===== src/rtl/ecb_pkg.sv =====
`timescale 1ns/1ps
package ecb_pkg;
  localparam int NUM_CTR     = 4;
  localparam int CTR_W       = 48;
  localparam int EVT_PER_CTR = 4;
  localparam int SEL_W       = $clog2(EVT_PER_CTR);
  localparam int CTL_W       = SEL_W + 2;
  localparam int ADDR_W      = $clog2(2 * NUM_CTR + 2);
  localparam int STAT_ADDR   = 2 * NUM_CTR;
  localparam int OVFC_ADDR   = 2 * NUM_CTR + 1;

  // Control layout: bit0 enable, bit1 interrupt enable, upper bits select.
  typedef struct packed {
    logic [SEL_W-1:0] sel;
    logic             pmi_en;
    logic             en;
  } ctl_t;
endpackage


===== src/rtl/ecb_counter.sv =====
`timescale 1ns/1ps
module ecb_counter
  import ecb_pkg::*;
#(
  parameter int W   = CTR_W,
  parameter int EVN = EVT_PER_CTR
) (
  input  logic           clk,
  input  logic           rst_n,
  input  logic [EVN-1:0] evt_i,
  input  logic           freeze_i,
  input  logic           ctl_we_i,
  input  logic           cnt_we_i,
  input  logic [W-1:0]   wdata_i,
  output ctl_t           ctl_o,
  output logic [W-1:0]   cnt_o,
  output logic           inc_o,
  output logic           wrap_o
);
  ctl_t         ctl_q;
  logic [W-1:0] cnt_q;
  logic [W-1:0] cnt_nxt;
  logic         carry;
  logic         hit;

  function automatic logic [W:0] bump(input logic [W-1:0] v);
    return {1'b0, v} + {{W{1'b0}}, 1'b1};
  endfunction

  assign hit            = evt_i[ctl_q.sel];
  assign inc_o          = ctl_q.en & hit & ~freeze_i;
  assign {carry, cnt_nxt} = bump(cnt_q);
  assign wrap_o         = inc_o & carry & ~cnt_we_i;

  always_ff @(posedge clk or negedge rst_n) begin
    if (!rst_n) begin
      ctl_q <= '0;
      cnt_q <= '0;
    end else begin
      if (ctl_we_i) ctl_q <= ctl_t'(wdata_i[CTL_W-1:0]);
      if (cnt_we_i)   cnt_q <= wdata_i;
      else if (inc_o) cnt_q <= cnt_nxt;
    end
  end

  assign ctl_o = ctl_q;
  assign cnt_o = cnt_q;


  freeze_hold_chk: assert property (@(posedge clk) disable iff (!rst_n)
    (freeze_i && !cnt_we_i) |=> $stable(cnt_q));

  step_one_chk: assert property (@(posedge clk) disable iff (!rst_n)
    !cnt_we_i |=> (cnt_q == $past(cnt_q) || cnt_q == $past(cnt_q) + 1'b1));

  wr_wins_chk: assert property (@(posedge clk) disable iff (!rst_n)
    cnt_we_i |=> (cnt_q == $past(wdata_i)));
endmodule


===== src/rtl/ecb_ovf.sv =====
`timescale 1ns/1ps
module ecb_ovf
  import ecb_pkg::*;
#(
  parameter int N = NUM_CTR
) (
  input  logic         clk,
  input  logic         rst_n,
  input  logic [N-1:0] wrap_i,
  input  logic [N-1:0] pmi_en_i,
  input  logic         clr_we_i,
  input  logic [N-1:0] clr_mask_i,
  output logic [N-1:0] status_o,
  output logic         ovf_o,
  output logic         pmi_req_o
);
  logic [N-1:0] status_q;
  logic [N-1:0] clr_bits;
  logic [N-1:0] fresh;
  logic         pmi_q;

  assign clr_bits = clr_we_i ? clr_mask_i : '0;
  assign fresh    = wrap_i & ~status_q;

  always_ff @(posedge clk or negedge rst_n) begin
    if (!rst_n) begin
      status_q <= '0;
      pmi_q    <= 1'b0;
    end else begin
      status_q <= (status_q & ~clr_bits) | wrap_i;
      pmi_q    <= |(fresh & pmi_en_i);
    end
  end

  assign status_o  = status_q;
  assign ovf_o     = |status_q;
  assign pmi_req_o = pmi_q;


  wrap_sets_chk: assert property (@(posedge clk) disable iff (!rst_n)
    (|wrap_i) |=> ((status_q & $past(wrap_i)) == $past(wrap_i)));

  clr_done_chk: assert property (@(posedge clk) disable iff (!rst_n)
    (clr_we_i && wrap_i == '0) |=> ((status_q & $past(clr_mask_i)) == '0));

  pmi_gate_chk: assert property (@(posedge clk) disable iff (!rst_n)
    pmi_req_o |-> (status_q != '0));

  sticky_chk: assert property (@(posedge clk) disable iff (!rst_n)
    (!clr_we_i) |=> ((status_q & $past(status_q)) == $past(status_q)));
endmodule


===== src/rtl/ecb_rdmux.sv =====
`timescale 1ns/1ps
module ecb_rdmux
  import ecb_pkg::*;
#(
  parameter int N  = NUM_CTR,
  parameter int W  = CTR_W,
  parameter int AW = ADDR_W
) (
  input  logic [AW-1:0]             rd_addr_i,
  input  logic [N-1:0][CTL_W-1:0]   ctl_i,
  input  logic [N-1:0][W-1:0]       cnt_i,
  input  logic [N-1:0]              status_i,
  output logic [W-1:0]              rd_data_o
);
  always_comb begin
    rd_data_o = '0;
    for (int i = 0; i < N; i++) begin
      if (rd_addr_i == AW'(i))     rd_data_o = W'(ctl_i[i]);
      if (rd_addr_i == AW'(N + i)) rd_data_o = cnt_i[i];
    end
    if (rd_addr_i == AW'(2 * N)) rd_data_o = W'(status_i);
  end
endmodule


===== src/rtl/event_ctr_bank.sv =====
`timescale 1ns/1ps
module event_ctr_bank
  import ecb_pkg::*;
#(
  parameter int N   = NUM_CTR,
  parameter int W   = CTR_W,
  parameter int EVN = EVT_PER_CTR,
  parameter int AW  = ADDR_W
) (
  input  logic           clk,
  input  logic           rst_n,
  input  logic [N*EVN-1:0] evt_i,
  input  logic           freeze_i,
  input  logic           wr_en_i,
  input  logic [AW-1:0]  wr_addr_i,
  input  logic [W-1:0]   wr_data_i,
  input  logic [AW-1:0]  rd_addr_i,
  output logic [W-1:0]   rd_data_o,
  output logic           ovf_o,
  output logic           pmi_req_o
);
  localparam int CLR_ADDR = 2 * N + 1;

  logic [N-1:0][CTL_W-1:0] ctl_bus;
  logic [N-1:0][W-1:0]     cnt_bus;
  logic [N-1:0]            wrap_vec;
  logic [N-1:0]            inc_vec;
  logic [N-1:0]            pmi_en_vec;
  logic [N-1:0]            status_vec;
  logic                    clr_we;

  assign clr_we = wr_en_i && (wr_addr_i == AW'(CLR_ADDR));

  for (genvar g = 0; g < N; g++) begin : g_ctr
    ctl_t ctl_w;
    logic ctl_we;
    logic cnt_we;
    assign ctl_we = wr_en_i && (wr_addr_i == AW'(g));
    assign cnt_we = wr_en_i && (wr_addr_i == AW'(N + g));

    ecb_counter #(.W(W), .EVN(EVN)) u_ctr (
      .clk      (clk),
      .rst_n    (rst_n),
      .evt_i    (evt_i[g*EVN +: EVN]),
      .freeze_i (freeze_i),
      .ctl_we_i (ctl_we),
      .cnt_we_i (cnt_we),
      .wdata_i  (wr_data_i),
      .ctl_o    (ctl_w),
      .cnt_o    (cnt_bus[g]),
      .inc_o    (inc_vec[g]),
      .wrap_o   (wrap_vec[g])
    );
    assign ctl_bus[g]    = ctl_w;
    assign pmi_en_vec[g] = ctl_w.pmi_en;
  end

  ecb_ovf #(.N(N)) u_ovf (
    .clk        (clk),
    .rst_n      (rst_n),
    .wrap_i     (wrap_vec),
    .pmi_en_i   (pmi_en_vec),
    .clr_we_i   (clr_we),
    .clr_mask_i (wr_data_i[N-1:0]),
    .status_o   (status_vec),
    .ovf_o      (ovf_o),
    .pmi_req_o  (pmi_req_o)
  );

  ecb_rdmux #(.N(N), .W(W), .AW(AW)) u_rd (
    .rd_addr_i (rd_addr_i),
    .ctl_i     (ctl_bus),
    .cnt_i     (cnt_bus),
    .status_i  (status_vec),
    .rd_data_o (rd_data_o)
  );


  no_inc_frozen_chk: assert property (@(posedge clk) disable iff (!rst_n)
    freeze_i |-> (inc_vec == '0));

  reset_quiet_chk: assert property (@(posedge clk)
    !rst_n |-> (!ovf_o && !pmi_req_o));
endmodule


===== config.mk =====
export PLATFORM = sky130hd
export DESIGN_NAME = event_ctr_bank
export DESIGN_NICKNAME = d
export VERILOG_FILES = /design/src/rtl/ecb_pkg.sv /design/src/rtl/ecb_counter.sv /design/src/rtl/ecb_ovf.sv /design/src/rtl/ecb_rdmux.sv /design/src/rtl/event_ctr_bank.sv
export SDC_FILE = /design/constraint.sdc
export NUM_CORES = 1
export LEC_CHECK = 0
export ABC_CLOCK_PERIOD_IN_PS = 6150
export CORE_ASPECT_RATIO = 0.75
export CORE_MARGIN = 2
export CORE_UTILIZATION = 43
export CTS_BUF_LIST = sky130_fd_sc_hd__clkbuf_8
export DETAILED_ROUTE_END_ITERATION = 16
export PLACE_DENSITY_LB_ADDON = 0.05
export SYNTH_ARGS = -nofsm -noshare
export SYNTH_HDL_FRONTEND = slang
export SYNTH_HIERARCHICAL = 1
export SYNTH_SLANG_ARGS = --single-unit
export TNS_END_PERCENT = 1

===== constraint.sdc =====
create_clock -name clk -period 6.15 [get_ports clk]
set_clock_uncertainty 0.2 [all_clocks]
set_input_delay 1.23 -clock clk [delete_from_list [all_inputs] [get_ports clk]]
set_output_delay 1.23 -clock clk [all_outputs]
set_load 0.02 [all_outputs]

==> results of run 1 <==
==> power by group through the flow <==
stage | Sequential, mW | Clock, mW | Combinational, mW
after floorplan | 2.06 | 0 | 0.837
after global placement | 2.29 | 0 | 1.12
after detailed placement | 2.30 | 0 | 1.14
after CTS | 2.28 | 1.44 | 1.14
after global routing | 2.34 | 1.51 | 1.26
final | 2.29 | 1.42 | 1.15
==> registers in the layout, indices dropped and copies added (netlist names) <==
name	flops
u_ovf/pmi_req_o	1
g_ctr.u_ctr/ctl_o	16
g_ctr.u_ctr/cnt_o	192
u_ovf/status_o	4
==> cell families (layout without fill, tap and decap cells) <==
| logic type | Yosys count | in the layout |
|---|---|---|
| flip-flops | 213 | 213 |
| AO/OA/AOI/OAI | 254 | 254 |
| AND/OR/NAND/NOR | 788 | 788 |
| buffers and inverters | 121 | 245 |
| multiplexers | 100 | 100 |
| adder cells (fa/ha/maj) | 4 | 4 |
| XOR/XNOR | 117 | 117 |
==> area by class of cell <==
class	instances	area, um2
fill	3163	16560
multi-input combinational	1263	8602
sequential	213	5330
timing repair buffer	149	1441
clock buffer	50	688.2
tap	450	563.0
inverter	30	112.6
clock inverter	16	88.84
==> layout by cell type, fill, tap and decap left out, types with 9 or more instances in the layout <==
master and n:
a221o_1 11, clkbuf_8 50, nor2b_1 61, or3_1 37, nor4_1 60, nand2_1 212, clkdlybuf4s50_1 122, nor2_1 69
o21ai_0 144, xor2_1 34, nor4b_1 10, inv_1 41, nand3_1 69, mux2i_1 21, mux4_2 45, a31oi_1 49
nand4_1 90, mux2_2 32, nor3_1 49, and4_1 29, dfrtp_1 213, or4_1 12, and3_1 30, buf_4 24
and2_1 9, xnor2_1 83
==> per-layer routing <==
metal / routed length [um] / part of all wire [%] / up-vias
met1: 24910 / 46 / 6647
met2: 22830 / 42 / 707
met3: 5203 / 9.6 / 83
met5: 0 / 0 / -
met4: 1213 / 2.2 / 0
li1: - / - / 6181
==> critical path, delay by kind of cell <==
family        cells  cell delay, ns
buf+inv           3            1.57
simple gates      2            0.73
==> stage by stage <==
step | util, % | setup WS (ns) | std cells
2_1_floorplan | - | 2.394 | 1597
3_3_place_gp | 48.08 | 1.178 | 2105
3_5_place_dp | 48.08 | 1.158 | 2105
4_1_cts | 50.40 | 1.159 | 2171
5_1_grt | 50.40 | 1.035 | 2171
6_report | 50.40 | 1.156 | 2171
==> final timing paths <==
kind,start,to,depth (start not counted),slack [ns]
max,rd_addr_i[3],rd_data_o[28],5,1.16
min,g_ctr[1].u_ctr/ctl_o[1],g_ctr[1].u_ctr/ctl_o[1],1,0.34
max reg2reg,g_ctr[1].u_ctr/cnt_o[0],u_ovf/pmi_req_o,8,2.61
min reg2reg,g_ctr[1].u_ctr/ctl_o[1],g_ctr[1].u_ctr/ctl_o[1],1,0.34
max in group asynchronous,rst_n,g_ctr[3].u_ctr/cnt_o[38],2,4.05
min in group asynchronous,rst_n,g_ctr[1].u_ctr/cnt_o[17],1,0.45
==> impl_metrics.csv, run 1 <==
group,metric,value,unit
global_routing,met3_usage,6.536,%
synthesis,ys_ff_latch,213,
synthesis,yosysMostFrequentCell,"dfrtp_1",
global_routing,grt_max_degree,130,
floorplanning,core_area,0.03338,mm2
synthesis,synth-main-ff-cell,"dfrtp_1",
synthesis,synth_area,0.01450,mm2
global_routing,overflow,0,
synthesis,synth_cell_types,72,
worst_setup_path,critPathSlowestCell,"clkdlybuf4s50_1",
global_routing,antenna_found_initial,0,
cts,cts_made_buffers,40,
worst_setup_path,worst_path_most_repeated_cell,"clkdlybuf4s50_1",
global_routing,track_usage,30.45,%
synthesis,yosys-top-cells-count,"dfrtp_1 (213), nand2_1 (212), o21ai_0 (144)",
synthesis,synth.top_cell.area_share,36.76,%
synthesis,synth-edff-count,0,
worst_setup_path,cp.required,4.72,ns
pwr,p_per_area,289.2,mW/mm2
synthesis,synth_top_family_by_area,"simple AND/OR/NAND/NOR gates",
synthesis,synth-compound-area-share,10.61,%
pwr,p_leak,5.964,nW
pwr,switching_power,1.783,mW
worst_setup_path,crit_path_start_kind,"primary input",
sta,finalSetupTns,0,ns
layout,diodes,0,
layout,layout.nets,1777,
pwr,total_power,4.867,mW
cts,clk_pin_slew,0.06,ns
floorplanning,die-area,0.03522,mm2
cts,htreeDepth,2,
cts,ctsLongestPathBuffers,3,
global_routing,use_met1,45.95,%
floorplanning,die_h,163.0,um
sta,hold_viol,0,
synthesis,syn_nets,1677,
worst_setup_path,cp-end-kind,"output pin",
route,dr.pass1.iters,8,
worst_setup_path,crit_chain,"clkdlybuf4s50_1 -> nand2b_2 -> buf_4 -> nor2b_1 -> clkdlybuf4s50_1",
synthesis,ys_top_cells_by_area,"dfrtp_1 (37%), mux4_2 (7.0%), nand2_1 (5.5%), xnor2_1 (5.0%), o21ai_0 (5.0%)",
route,wl_per_cell,24.94,um
pwr,seqPwrFrac,47.1,%
sta,min_period_over_period,81.21,%
worst_setup_path,crit_arrival,3.56,ns
flow_run,cap_violations,0,
route,vias_per_cell,6.273,
pwr,ir_drop,0.0001414,V
sta,setup_viol,0,
placed_design,place_area,0.01605,mm2
layout,drive_gt1_share,11.45,%
cts,clkLatencyLatePin,0.57,ns
cts,cts_setup_buffers,0,
synthesis,synth_top_area_cell,"dfrtp_1",
floorplanning,row_count,58,
synthesis,synth.avg_cell_area,9.079,um2
sta,whs,0.3428,ns
worst_setup_path,path_max_fanout,23,
sta,maxSlewViolCount,0,
layout,syn_to_final_growth,16.05,%
sta,grt_setup_unrepaired,"false",
synthesis,synth-async-reset-ratio,100.0,%
placed_design,port_buffers,125,
global_routing,grt_use_met2,44.15,%
pwr,clockPowerShare,29.2,%
route,num_vias,13620,
global_routing,grt_pass1_vias,12480,
worst_setup_path,cpPeakStageDelay,0.62,ns
synthesis,muxShareOfSynthArea,11.29,%
placed_design,hpwl,38240,um
synthesis,synth_cells,1597,
floorplanning,die_w,216.0,um
placed_design,gp_congestion,0.8728,
cts,cts_root_buffer,"clkbuf_8",
pwr,comb_power_share,23.7,%
synthesis,synth_simple_gate_area_share,29.81,%
cts,clock_sinks,213,
route,drc,0,
synthesis,yosys.area_share.adder,0.3452,%
hold_path,hp-class,"reg -> reg",
sta,tightest_slew,1.044,ns
sta,fin_crit,4.994,ns
cts,ctsResizeCount,0,
layout,finalInstanceArea,0.01683,mm2
synthesis,synth-xor-area-share,7.068,%
pwr,p_sw_share,36.64,%
floorplanning,initial_core_util,43.43,%
pwr,internal_power,3.084,mW
cts,cts_hold_buf,0,
route,dr.first_iter.drc_count,1686,
floorplanning,top_level_ports,126,
route,ant_nets,0,
worst_setup_path,worst-setup-path-type,"in -> out",
outcome,status,"complete, no violations",
global_routing,grt_pass1_wl,80720,um
synthesis,yosysWarningCount,6,
synthesis,ys_seq_area_share,36.76,%
cts,cts_tree,"yes",
sta,max_freq,200.2,MHz
global_routing,grt.busiest_layer,"met1",
route,drt-total-wl,54150,um
sta,slew_headroom,30.38,%
Note: power is estimated with default switching activity, not from simulation.
==> run 2, diff against run 1 <==
- ABC_CLOCK_PERIOD_IN_PS: 6150 -> 4260
- clock period: 6.15 -> 4.26 ns (I/O delays scaled with it)
==> impl_metrics.csv, run 2 (same netlist as run 1, synthesis figures left out) <==
group,metric,value,unit
worst_setup_path,reg2reg_depth,8,
worst_setup_path,cp.required,3.21,ns
sta,maxSlewViolCount,0,
route,drt-total-wl,54260,um
placed_design,port_buffers,125,
sta,worst_slack,0.3231,ns
worst_setup_path,cp-end-kind,"output pin",
cts,cts_hold_buf,0,
layout,drive_gt1_share,12.39,%
sta,slew_headroom,47.13,%
floorplanning,die-area,0.03522,mm2
route,drc,0,
cts,ctsResizeCount,0,
sta,hold_viol,0,
cts,clock_sinks,213,
sta,setup_viol,0,
sta,max_freq,254.0,MHz
placed_design,hpwl,39410,um
sta,tightest_slew,0.7871,ns
layout,layout.cells.non_filler,2194,
floorplanning,row_count,58,
cts,htreeDepth,2,
worst_setup_path,cp-endpoint,"rd_data_o[3]",
worst_setup_path,cpPeakStageDelay,0.54,ns
pwr,p_per_area,414.9,mW/mm2
flow_run,cap_violations,0,
placed_design,gp_congestion,0.8898,
worst_setup_path,path_max_fanout,17,
cts,cts_setup_buffers,0,
layout,diodes,0,
sta,grt_setup_unrepaired,"false",
worst_setup_path,worst_path_most_repeated_cell,"clkdlybuf4s50_1",
worst_setup_path,r2r_end,"u_ovf/pmi_req_o",
pwr,ir_drop,0.0001835,V
floorplanning,core_area,0.03338,mm2
global_routing,grt_pass1_vias,12550,
floorplanning,die_w,216.0,um
outcome,status,"complete, no violations",
sta,min_period_over_period,92.42,%
route,num_vias,13780,
worst_setup_path,r2r_setup_slack,1.13,ns
layout,multi_input_area,0.008602,mm2
global_routing,overflow,0,
layout,layout.nets,1795,
pwr,p_leak,6.098,nW
worst_setup_path,critPathSlowestCell,"clkdlybuf4s50_1",
placed_design,pre_cts_ws,0.3362,ns
sta,finalSetupTns,0,ns
route,dr.first_iter.drc_count,1696,
route,wl_per_cell,24.73,um
worst_setup_path,worst-setup-path-type,"in -> out",
layout,final_cell_mix,"dfrtp_1 (213), nand2_1 (212), o21ai_0 (144)",
worst_setup_path,startpoint,"rd_addr_i[2]",
layout,ff_latch_area,0.005330,mm2
layout,final_common_cell,"dfrtp_1",
worst_setup_path,r2r_start,"g_ctr[0].u_ctr/cnt_o[25]",
worst_setup_path,crit_path_start_kind,"primary input",
placed_design,place_inst,2123,
floorplanning,initial_core_util,43.43,%
cts,clk_pin_slew,0.06,ns
cts,cts_made_buffers,40,
route,dr.pass1.iters,5,
floorplanning,die_h,163.0,um
route,vias_per_cell,6.281,
sta,fin_crit,3.937,ns
global_routing,antenna_found_initial,0,
route,ant_nets,0,
hold_path,hp-class,"in -> async",
cts,clkLatencyLatePin,0.56,ns
worst_setup_path,crit_arrival,2.88,ns
layout,largest_reg_flops,192,
layout,syn_to_final_growth,17.63,%
global_routing,track_usage,30.86,%
worst_setup_path,crit_chain,"clkdlybuf4s50_1 -> buf_12 -> mux4_2 -> o221ai_1 -> nand2_1 -> clkdlybuf4s50_1",
pwr,total_power,7.076,mW
cts,ctsLongestPathBuffers,3,
global_routing,grt_max_degree,93,
global_routing,grt_pass1_wl,81480,um
layout,nFillCells,3174,
cts,cts_root_buffer,"clkbuf_8",
cts,cts_tree,"yes",
floorplanning,top_level_ports,126,
## run 2: cell types whose count changed in the layout (fill, tap and decap cells not counted), sizes merged
| cell | before | now |
|---|---|---|
| clkinv | 2 | 1 |
| buf | 27 | 45 |
| clkbuf | 50 | 51 |
| clkinvlp | 0 | 1 |
| inv | 43 | 47 |
## run 2: metal layers
metal | GRT usage [%] | wire length, um
met3 | 6.927 | 5075
met5 | 0 | 0
met4 | 8.624 | 1488
met2 | 44.10 | 22260
met1 | 46.63 | 25430
## run 2: per-stage QoR
| stage | util, % | hold slack, ns | area [um2] |
|---|---|---|---|
| 4_1_cts | 51.09 | 0.1379 | 17060 |
| 5_1_grt | 51.09 | 0.1600 | 17060 |
| 3_5_place_dp | 48.67 | 0.3506 | 16250 |
| 2_1_floorplan | - | 0.2860 | 14500 |
| 6_report | 51.09 | 0.1266 | 17060 |
| 3_3_place_gp | 48.67 | 0.3463 | 16250 |
## run 2: how the worst min path moves through the flow
stage                             from                  endpoint  slack, ns
2_1_floorplan        u_ovf/status_o[3]         u_ovf/status_o[3]       0.29
3_3_place_gp   g_ctr[3].u_ctr/ctl_o[1]   g_ctr[3].u_ctr/ctl_o[1]       0.35
3_5_place_dp   g_ctr[3].u_ctr/ctl_o[1]   g_ctr[3].u_ctr/ctl_o[1]       0.35
4_1_cts                          rst_n  g_ctr[2].u_ctr/cnt_o[17]       0.14
5_1_grt                          rst_n  g_ctr[1].u_ctr/cnt_o[12]       0.16
6_report                         rst_n  g_ctr[2].u_ctr/cnt_o[20]       0.13
## run 2: final cells by class
| cell class | count | share of cell area (%) |
|---|---|---|
| Multi-Input combinational cell | 1263 | 50.44 |
| Inverter | 30 | 0.6603 |
| Clock buffer | 51 | 4.116 |
| Tap cell | 450 | 3.301 |
| Timing Repair Buffer | 167 | 9.610 |
| Clock inverter | 20 | 0.6236 |
| Sequential cell | 213 | 31.25 |
## run 2: critical path: cells and delay by family
family / cells / cell delay, ns
buf+inv: 3 / 1.22
simple gates: 1 / 0.09
mux: 1 / 0.51
compound gates: 1 / 0.20
## run 2: power breakdown
| group | switching, mW | internal (mW) | leakage [nW] |
|---|---|---|---|
| Sequential | 0.824 | 2.48 | 2.58 |
| Clock | 0.947 | 1.13 | 0.475 |
| Combinational | 0.812 | 0.883 | 3.04 |
| Total | 2.58 | 4.49 | 6.10 |
